--- src/rtl/apuf_pkg.sv ---
`timescale 1ns/1ps
package apuf_pkg;

    typedef enum logic [2:0] {
        ST_LOAD,
        ST_IDLE,
        ST_BIAS,
        ST_STAGE,
        ST_DECIDE
    } eval_state_t;

    // maximal-length 32-bit Fibonacci step (x^32 + x^22 + x^2 + x + 1)
    function automatic logic [31:0] lfsr32_next(input logic [31:0] s);
        return {s[30:0], s[31] ^ s[21] ^ s[1] ^ s[0]};
    endfunction

endpackage

--- src/rtl/apuf_weight_bank.sv ---
`timescale 1ns/1ps
module apuf_weight_bank #(
    parameter int          NW   = 65,
    parameter int          WW   = 16,
    parameter logic [31:0] SEED = 32'h1,
    parameter int          IW   = $clog2(NW)
) (
    input  logic                 clk,
    input  logic                 rst_n,
    input  logic                 load_en,
    input  logic [IW-1:0]        rd_idx,
    output logic signed [WW-1:0] rd_data,
    output logic                 load_last
);
    localparam logic [31:0] SEED_NZ = (SEED == 32'h0) ? 32'h1 : SEED;

    logic [31:0]          lfsr_q;
    logic [31:0]          lfsr_d;
    logic [IW-1:0]        widx_q;
    logic signed [WW-1:0] mem_q [NW];

    assign lfsr_d    = apuf_pkg::lfsr32_next(lfsr_q);
    assign load_last = (widx_q == IW'(NW - 1));

    always_ff @(posedge clk or negedge rst_n) begin
        if (!rst_n) begin
            lfsr_q <= SEED_NZ;
            widx_q <= '0;
        end else if (load_en) begin
            lfsr_q <= lfsr_d;
            if (!load_last) widx_q <= widx_q + 1'b1;
        end
    end

    generate
        for (genvar k = 0; k < NW; k++) begin : g_wreg
            always_ff @(posedge clk or negedge rst_n) begin
                if (!rst_n)
                    mem_q[k] <= '0;
                else if (load_en && (widx_q == IW'(k)))
                    mem_q[k] <= lfsr_d[WW-1:0];
            end
        end
    endgenerate

    always_comb begin
        rd_data = '0;
        if (int'(rd_idx) < NW) rd_data = mem_q[rd_idx];
    end

    // write pointer never runs past the last weight
    a_r2_widx_bound: assert property (@(posedge clk) disable iff (!rst_n)
        widx_q <= IW'(NW - 1));
    // generator never locks up in the all-zero state
    a_r2_lfsr_live: assert property (@(posedge clk) disable iff (!rst_n)
        lfsr_q != 32'h0);

endmodule

--- src/rtl/apuf_suffix_parity.sv ---
`timescale 1ns/1ps
module apuf_suffix_parity #(
    parameter int NSTG = 64,
    parameter int IW   = $clog2(NSTG + 1)
) (
    input  logic            clk,
    input  logic            rst_n,
    input  logic            capture,
    input  logic [NSTG-1:0] chal_in,
    input  logic            step,
    input  logic [IW-1:0]   bit_idx,
    output logic            neg
);
    localparam int SW = (NSTG > 1) ? $clog2(NSTG) : 1;

    logic [NSTG-1:0] chal_q;
    logic            par_q;
    logic            sel_bit;

    always_comb begin
        sel_bit = 1'b0;
        if (int'(bit_idx) < NSTG) sel_bit = chal_q[bit_idx[SW-1:0]];
    end

    // feature is -1 when the suffix parity including this bit is odd
    assign neg = par_q ^ sel_bit;

    always_ff @(posedge clk or negedge rst_n) begin
        if (!rst_n) begin
            chal_q <= '0;
            par_q  <= 1'b0;
        end else if (capture) begin
            chal_q <= chal_in;
            par_q  <= 1'b0;
        end else if (step) begin
            par_q  <= neg;
        end
    end

    // the held challenge only changes on a capture
    a_r7_chal_held: assert property (@(posedge clk) disable iff (!rst_n)
        !capture |=> $stable(chal_q));

endmodule

--- src/rtl/apuf_accum.sv ---
`timescale 1ns/1ps
module apuf_accum #(
    parameter int WW = 16,
    parameter int AW = 23
) (
    input  logic                 clk,
    input  logic                 rst_n,
    input  logic                 clr,
    input  logic                 add_en,
    input  logic                 neg,
    input  logic signed [WW-1:0] term,
    output logic signed [AW-1:0] acc_q,
    output logic                 positive
);
    logic signed [AW-1:0] term_x;
    logic signed [AW-1:0] addend;

    assign term_x   = {{(AW-WW){term[WW-1]}}, term};
    assign addend   = neg ? -term_x : term_x;
    assign positive = !acc_q[AW-1] && (acc_q != '0);

    always_ff @(posedge clk or negedge rst_n) begin
        if (!rst_n)      acc_q <= '0;
        else if (clr)    acc_q <= '0;
        else if (add_en) acc_q <= acc_q + addend;
    end

    // adding a same-signed term never flips the sign (no wraparound)
    a_r9_no_overflow: assert property (@(posedge clk) disable iff (!rst_n)
        (add_en && !clr && (acc_q[AW-1] == addend[AW-1]) && (acc_q != '0))
        |=> (acc_q[AW-1] == $past(acc_q[AW-1])));

endmodule

--- src/rtl/apuf_eval.sv ---
`timescale 1ns/1ps
module apuf_eval #(
    parameter int          NSTG = 64,
    parameter int          WW   = 16,
    parameter logic [31:0] SEED = 32'h1357_9BDF
) (
    input  logic            clk,
    input  logic            rst_n,
    input  logic            start,
    input  logic [NSTG-1:0] challenge,
    output logic            busy,
    output logic            done,
    output logic            resp
);
    import apuf_pkg::*;

    localparam int NW = NSTG + 1;
    localparam int IW = $clog2(NW);
    localparam int AW = WW + $clog2(NSTG + 2);
    localparam int LW = IW + 1;

    eval_state_t          state_q, state_d;
    logic [IW-1:0]        cnt_q;
    logic [LW-1:0]        lat_q;
    logic                 done_q, resp_q;

    logic                 load_en, load_last;
    logic                 capture, add_en, step;
    logic                 feat_neg, term_neg;
    logic signed [WW-1:0] weight;
    logic signed [AW-1:0] acc;
    logic                 positive;

    // ---------------- next-state logic
    always_comb begin
        state_d = state_q;
        unique case (state_q)
            ST_LOAD:   if (load_last) state_d = ST_IDLE;
            ST_IDLE:   if (start)     state_d = ST_BIAS;
            ST_BIAS:                  state_d = ST_STAGE;
            ST_STAGE:  if (cnt_q == '0) state_d = ST_DECIDE;
            ST_DECIDE:                state_d = ST_IDLE;
            default:                  state_d = ST_LOAD;
        endcase
    end

    // ---------------- state register
    always_ff @(posedge clk or negedge rst_n) begin
        if (!rst_n) state_q <= ST_LOAD;
        else        state_q <= state_d;
    end

    // ---------------- datapath controls
    assign load_en  = (state_q == ST_LOAD);
    assign capture  = (state_q == ST_IDLE) && start;
    assign add_en   = (state_q == ST_BIAS) || (state_q == ST_STAGE);
    assign step     = (state_q == ST_STAGE);
    assign term_neg = step && feat_neg;

    always_ff @(posedge clk or negedge rst_n) begin
        if (!rst_n) begin
            cnt_q <= '0;
            lat_q <= '0;
        end else begin
            if (capture)                              cnt_q <= IW'(NSTG);
            else if (state_q == ST_BIAS)              cnt_q <= IW'(NSTG - 1);
            else if (state_q == ST_STAGE && cnt_q != '0) cnt_q <= cnt_q - 1'b1;

            if (capture)     lat_q <= '0;
            else if (busy && state_q != ST_LOAD) lat_q <= lat_q + 1'b1;
        end
    end

    // ---------------- outputs
    always_ff @(posedge clk or negedge rst_n) begin
        if (!rst_n) begin
            done_q <= 1'b0;
            resp_q <= 1'b0;
        end else begin
            done_q <= (state_q == ST_DECIDE);
            if (state_q == ST_DECIDE) resp_q <= positive;
        end
    end

    assign busy = (state_q != ST_IDLE);
    assign done = done_q;
    assign resp = resp_q;

    // ---------------- submodules
    apuf_weight_bank #(.NW(NW), .WW(WW), .SEED(SEED), .IW(IW)) u_bank (
        .clk(clk), .rst_n(rst_n), .load_en(load_en), .rd_idx(cnt_q),
        .rd_data(weight), .load_last(load_last)
    );

    apuf_suffix_parity #(.NSTG(NSTG), .IW(IW)) u_feat (
        .clk(clk), .rst_n(rst_n), .capture(capture), .chal_in(challenge),
        .step(step), .bit_idx(cnt_q), .neg(feat_neg)
    );

    apuf_accum #(.WW(WW), .AW(AW)) u_acc (
        .clk(clk), .rst_n(rst_n), .clr(capture), .add_en(add_en),
        .neg(term_neg), .term(weight), .acc_q(acc), .positive(positive)
    );

    // ---------------- assertions
    // done is a single-cycle strobe
    a_r6_done_pulse: assert property (@(posedge clk) disable iff (!rst_n)
        done_q |=> !done_q);
    // done arrives NSTG+2 edges after acceptance
    a_r6_done_latency: assert property (@(posedge clk) disable iff (!rst_n)
        done_q |-> (lat_q == LW'(NSTG + 2)));
    // a start seen while busy never launches an evaluation
    a_r7_ignore_busy: assert property (@(posedge clk) disable iff (!rst_n)
        (start && busy) |=> (state_q != ST_BIAS));
    // response only moves together with done
    a_r8_resp_hold: assert property (@(posedge clk) disable iff (!rst_n)
        !done_q |-> $stable(resp_q));
    // an exactly-zero sum resolves to 0
    a_r5_zero_low: assert property (@(posedge clk) disable iff (!rst_n)
        (state_q == ST_DECIDE && acc == '0) |=> !resp_q);
    // the bias term is read from the last weight slot
    a_r4_bias_slot: assert property (@(posedge clk) disable iff (!rst_n)
        (state_q == ST_BIAS) |-> (cnt_q == IW'(NSTG)));

endmodule

--- config.mk ---
export PLATFORM = sky130hd
export DESIGN_NAME = apuf_eval
export DESIGN_NICKNAME = d
export VERILOG_FILES = /design/src/rtl/apuf_pkg.sv /design/src/rtl/apuf_weight_bank.sv /design/src/rtl/apuf_suffix_parity.sv /design/src/rtl/apuf_accum.sv /design/src/rtl/apuf_eval.sv
export SDC_FILE = /design/constraint.sdc
export NUM_CORES = 2
export LEC_CHECK = 0
export BUFFER_PORTS_ARGS = -buffer_cell sky130_fd_sc_hd__buf_2
export CAP_MARGIN = 10
export CORE_AREA = 10 10 485 345
export CTS_CLUSTER_SIZE = 16
export DETAILED_ROUTE_END_ITERATION = 12
export DIE_AREA = 0 0 495 355
export MAX_ROUTING_LAYER = met4
export PLACE_DENSITY = 0.45
export SLEW_MARGIN = 20
export SYNTH_ARGS = -nofsm -noshare
export SYNTH_HDL_FRONTEND = slang
export SYNTH_SLANG_ARGS = --single-unit
--- constraint.sdc ---
create_clock -name clk -period 10.4 [get_ports clk]
set_input_delay 2.08 -clock clk [delete_from_list [all_inputs] [get_ports clk]]
set_output_delay 2.08 -clock clk [all_outputs]
set_load 0.01 [all_outputs]
---- Word level (Yosys, flattened, before mapping) ----
Index checks and enable logic that the tools add are counted.
operators by class
  add/sub/neg operators ................... 4
  magnitude comparators ................... 4
  equality and inequality tests ........... 72
  muxes and demuxes ....................... 19
  bitwise gates (word level) .............. 6
  reduce and logical (&&, ||, !) cells .... 81
operators with widths
  operator                                                               number
  7-bit by 6-bit == test with 1-bit output (second input constant)       32
  16-bit binary-select mux with 7-bit select                             1
  7-bit by 5-bit == test with 1-bit output (second input constant)       16
  1-bit logical AND                                                      69
  23-bit two-way mux                                                     3
  7-bit by 4-bit == test with 1-bit output (second input constant)       8
  16-bit two-way mux                                                     3
  7-bit by 3-bit == test with 1-bit output (second input constant)       4
  23-bit adder                                                           1
  16-bit negation with 23-bit output                                     1
  23-bit nonzero test                                                    1
  7-bit two-way mux                                                      3
  3-bit one-hot mux with 5 select lines                                  1
  7-bit by 2-bit == test with 1-bit output (second input constant)       2
  7-bit zero test                                                        2
  7-bit < comparator (second input constant)                             2
  3-bit two-way mux                                                      3
  8-bit greater-or-equal comparator (second input constant)              1
  7-bit inverter with 8-bit output                                       1
  7-bit by 1-bit adder with 7-bit output (second input constant)         1
  7-bit by 1-bit == test with 1-bit output (second input constant)       1
  7-bit == test (second input constant)                                  1
  6-bit by 7-bit < comparator with 1-bit output (second input constant)  1
  7-bit nonzero test                                                     1
  18 further kinds                                                       27
storage, ports and cells
  flip-flop bits (word level) ............. 1,179
  input port bits ......................... 67
  output and inout bits ................... 3
  logic and storage cells ................. 260

---- Depth between registers and ports, before layout ----
  depth in word-level cells ............... 10
  gate-level depth with buffers ........... 28
  mapped depth without buffers ............ 22

---- Hierarchy ----
From an unflattened synthesis, not the netlist that was laid out.
second synthesis, totals
  cell total of the unflattened synthesis .. 3,756
  area total of the unflattened synthesis .. 55,145.4 µm²
by module, submodules not included
  module              times used  cells an instance  area an instance (µm²)  sequential area each (µm²)
  apuf_weight_bank    1           3,195              48,864.4                27,025.9
  apuf_suffix_parity  1           183                3,076.7                 1,626.6
  apuf_accum          1           306                2,514.9                 575.6
  apuf_eval           1           72                 689.4                   300.3

---- Least setup slack after synthesis ----
No wires, ideal clock.
  path type ............................... register -> register
  from .................................... reg cnt_q[0]
  to ...................................... reg u_acc.acc_q[22]
  library setup time ...................... 0.079 ns
  data arrival time ....................... 5.896 ns
  required time ........................... 10.321 ns
  path slack .............................. 4.425 ns
  cell stages (with the launch flop) ...... 26
  path buffers ............................ 4
  clock period less this slack ............ 5.975 ns
  cell sequence ........................... dfrtp_1 -> buf_6 -> buf_6 -> buf_4 -> buf_2 -> mux4_2 -> mux4_2 -> mux2_2 -> a221o_1 -> inv_1 -> ha_1 -> or4b_1 -> nor2_4 -> a31oi_1 -> xor2_1 -> ha_1 -> a21o_1 -> a21o_1 -> a21o_1 -> a21o_1 -> a2111oi_0 -> o31ai_1 -> a41oi_1 -> nor2_1 -> mux2i_1 -> mux2i_1
on the way
  word-level cells in the longest chain between the ends .. 10
  elaborated cells between the ends (all ways) .. 17
  those cells by class .................... 2 x add/sub; 2 x order compare; 10 x mux; 2 x bitwise; 1 x reduce/logical
ends and longest elaborated chain
  element                                                 RTL line                text
  start, declared                                         apuf_eval.sv:23         logic [IW-1:0] cnt_q;
  start signal, assigned                                  apuf_eval.sv:65         if (capture) cnt_q <= IW'(NSTG);
  start signal, assigned                                  apuf_eval.sv:66         else if (state_q == ST_BIAS) cnt_q <= IW'(NSTG - 1);
  start signal, assigned                                  apuf_eval.sv:67         else if (state_q == ST_STAGE && cnt_q != '0) cnt_q <= cnt_q - 1'b1;
  7-bit inverter with 8-bit output (not written as such)  apuf_weight_bank.sv:48  if (int'(rd_idx) < NW) rd_data = mem_q[rd_idx];
  16-bit binary-select mux with 7-bit select              apuf_weight_bank.sv:48
  16-bit two-way mux (not written as such) (2 in a row)   apuf_weight_bank.sv:48
  16-bit two-way mux                                      apuf_weight_bank.sv:48
  16-bit negation with 23-bit output                      apuf_accum.sv:19        assign addend = neg ? -term_x : term_x;
  23-bit two-way mux *                                    apuf_accum.sv:19
  23-bit adder *                                          apuf_accum.sv:25        else if (add_en) acc_q <= acc_q + addend;
  23-bit two-way mux *                                    apuf_accum.sv:25
  23-bit two-way mux *                                    apuf_accum.sv:24        else if (clr) acc_q <= '0;
  end signal, assigned                                    apuf_accum.sv:25
  end, declared                                           apuf_accum.sv:12        output logic signed [AW-1:0] acc_q,
Mark *: on every way between the ends. The rest lies on a longest branch, timed or not. The select of a mux whose other input is x is not followed.
A chain may end at the register's enable or synchronous reset.

---- Worst setup path after layout ----
Ends and elaborated chain as after synthesis.

==> impl_metrics.tcl <==
set metrics [dict create \
    die_x_um 495 \
    cts_setup_buffers 0 \
    outcome "completed" \
    cp_data_required_time_ns 11.06 \
    yosys-top-cells-count "1159 x dfrtp_1, 1021 x mux2_2, 381 x nand2_1" \
    tightest_slew_ns 1.227 \
    final.setup_skew_ns 0.03044 \
    leakagePower_nw 30.22 \
    critPathMaxFanout 78 \
    yosys-top-cells-area "dfrtp_1 53%, mux2_2 21%, mux4_2 10%" \
    area.growth.synth_to_final_pct 11.94 \
    worstPathArrival_ns 7.89 \
    cts_tree "yes" \
    worstPathCellList "buf_12 > and2b_1 > a22oi_1 > and4_1 > a2111oi_1 > o2111ai_1 > or4b_1 > nor2_4 > a31oi_1 > xor2_1 > ha_1 > a21o_1 > a21o_1 > a21o_1 > a21o_1 > a2111oi_0 > o31ai_1 > a41oi_1 > nor2_1 > mux2i_1 > mux2i_1" \
    drv_slew 0 \
    synthesis.area_mm2 0.05497 \
    drc 0 \
    rsz0062_at_grt "false" \
    wl_per_cell_um 27.82 \
    slew_headroom 0.1587 \
    synth.avg_cell_area_um2 14.04 \
    yosysWarnings 0 \
    synth-seq-area-share 0.5372 \
    drtIter0Drc 2504 \
    cts_resized 0 \
    hold_violations 0 \
    dp_hpwl_um 105100 \
    vdd_drop_max_mv 0.1223 \
    crit_path_end_kind "register" \
    cts_inserted_buffers 118 \
    grt_pass1_wl_um 249700 \
    clockBufferDepth 3 \
    cap_violations 0 \
    whs_ns 0.4708 \
    setup_viol 0 \
    firstDrtPassIters 5 \
    layout-drive-gt1-share 0.4260 \
    vias 33030 \
    max_stage_delay_ns 0.90 \
    pre_cts_slack_ns 3.234 \
    ant_nets 0 \
    ioPinCount 70 \
    io_buffers 69 \
    clkSinkCount 1179 \
    antenna_found_initial 14 \
    timing.final.crit_share 0.6953 \
    yosysUniqueCellTypes 87 \
    vias_per_cell 5.411 \
    synth-seq-cells 1179 \
    syn_nets 4017 \
    final_nets 3996 \
    synth_largest_area_cell "dfrtp_1" \
    clk_pin_slew_ns 0.06 \
    async_flop_share 1.000 \
    max_freq_mhz 138.3 \
    core_mm2 0.1575 \
    cts_hold_buf 0 \
    grt_overflow 0 \
    row_count 122 \
    grt_pass1_vias 33800 \
    layout_min_cycle_time_ns 7.232 \
    routed_wl_um 169900 \
    grtUsageTotal 0.1967 \
    worst_path_max_delay_cell "and2b_1" \
    worst_slack_ns 3.168 \
    crit_path_start_kind "register" \
    synth_edf_count 0 \
    grt_max_degree 160 \
    htreeDepth 3 \
    power_density_mw_per_mm2 148.4 \
    synth_cells 3915 \
    synth_top_area_share 0.5276 \
    placed_cells_incl_taps 5879 \
    worstHoldPathType "register to register" \
    critical_path_class "register to register" \
    die_area_mm2 0.1757 \
    stdcell_count 6105 \
    post-synth-top-count-cell "dfrtp_1" \
    finalSetupTns_ns 0 \
    insertion_delay_ns 0.76 \
    gp_congestion 0.8051 \
    die_y_um 355 \
    root_buffer "clkbuf_16" \
    crit_top_cell "a21o_1" \
    initial_core_util 0.3489 \
    utilization 0.3906 \
    synth_flop_cell "dfrtp_1" \
]
==> final timing paths <==
kind,startpoint,cells after the start,end,slack [ns]
worst max-delay path,cnt_q[0],21,u_acc.acc_q[22],3.17
worst min-delay path,u_feat.chal_q[51],2,u_feat.chal_q[51],0.47
worst max register to register,cnt_q[0],21,u_acc.acc_q[22],3.17
worst min register to register,u_feat.chal_q[51],2,u_feat.chal_q[51],0.47
max in group asynchronous,rst_n,3,u_bank.mem_q[302],7.02
min in group asynchronous,rst_n,1,u_feat.chal_q[17],1.25
==> metal layers <==
metal | vias up | GRT usage | routed length (um)
met3 | 178 | 0.04684 | 10010
met5 | - | - | 0
met2 | 635 | 0.2593 | 68410
met1 | 17910 | 0.3050 | 88840
met4 | 0 | 0.03344 | 2599
li1 | 14310 | - | -
==> sequential cells by signal, indices dropped and copies added, names as in the netlist <==
signal         cells
state_q            3
u_bank.lfsr_q     32
u_feat.par_q       1
done               1
u_bank.mem_q    1040
u_feat.chal_q     64
resp               1
u_bank.widx_q      7
cnt_q              7
u_acc.acc_q       23
==> power breakdown <==
part / total, mW / switching (mW) / internal (mW)
registers: 4.59 / 0 / 4.59
logic: 0.112 / 0.0971 / 0.0146
clock network: 4.43 / 1.89 / 2.54
total: 9.13 / 1.99 / 7.14
==> through the flow <==
step	cell area, um^2	power (mW)
floorplan	54970	4.673
global placement	57530	4.792
detailed placement	57540	4.791
CTS	61500	9.269
global route	61520	9.466
finish	61530	9.129
==> cell type report <==
cell class | instances | area [um^2]
Sequential cell | 1179 | 29550
Clock inverter | 36 | 397.9
Timing Repair Buffer | 191 | 1393
Multi-Input combinational cell | 2385 | 23920
Clock buffer | 183 | 3561
Inverter | 19 | 71.32
Antenna cell | 4 | 10.01
Fill cell | 14930 | 96000
Tap cell | 2108 | 2638
==> cells in the final DEF, fill, tap and decap left out, types with 7 or more instances in the layout <==
master	n
mux4_2	246
clkbuf_1	32
and2_1	12
o22ai_1	7
buf_4	112
nand2b_1	9
ha_1	34
buf_12	10
buf_2	68
a31oi_1	17
nand3_1	54
mux4_1	13
nand2_1	378
clkbuf_8	30
dfstp_2	20
a21o_1	7
nor4_1	7
mux2_2	1021
nor2b_1	15
o21ai_0	116
inv_1	14
xor2_1	14
dfrtp_1	1151
and3_1	12
a22oi_1	43
a41oi_1	12
nand4_1	10
a21oi_1	62
bufinv_16	8
nor3_1	13
mux2i_1	88
clkinv_2	23
xnor2_1	28
nor2_1	58
clkbuf_16	121
==> cell families (layout without fill, tap and decap cells) <==
group                      Yosys count  count (layout)  synth area share
DFF                               1179            1179            0.5372
and+or+nand+nor                    625             625           0.05137
buffers and inverters              351             429           0.02850
other                                0               4                 0
adders and majority gates           35              35          0.008103
AOI/OAI and AO/OA                  314             314           0.03583
xor gates and xnor gates            43              43          0.006851
muxes                             1368            1368            0.3322
==> critical path: cells and delay by family, from the launching register on <==
| kind | cells | cell delay, ns |
|---|---|---|
| adder cells (fa/ha/maj) | 1 | 0.25 |
| multiplexers | 2 | 0.37 |
| XOR/XNOR | 1 | 0.22 |
| AND/OR/NAND/NOR | 5 | 2.10 |
| buffers and inverters | 1 | 0.35 |
| flip-flops | 1 | 0.65 |
| AO/OA/AOI/OAI | 11 | 3.08 |
(Power assumes the default switching activity.)
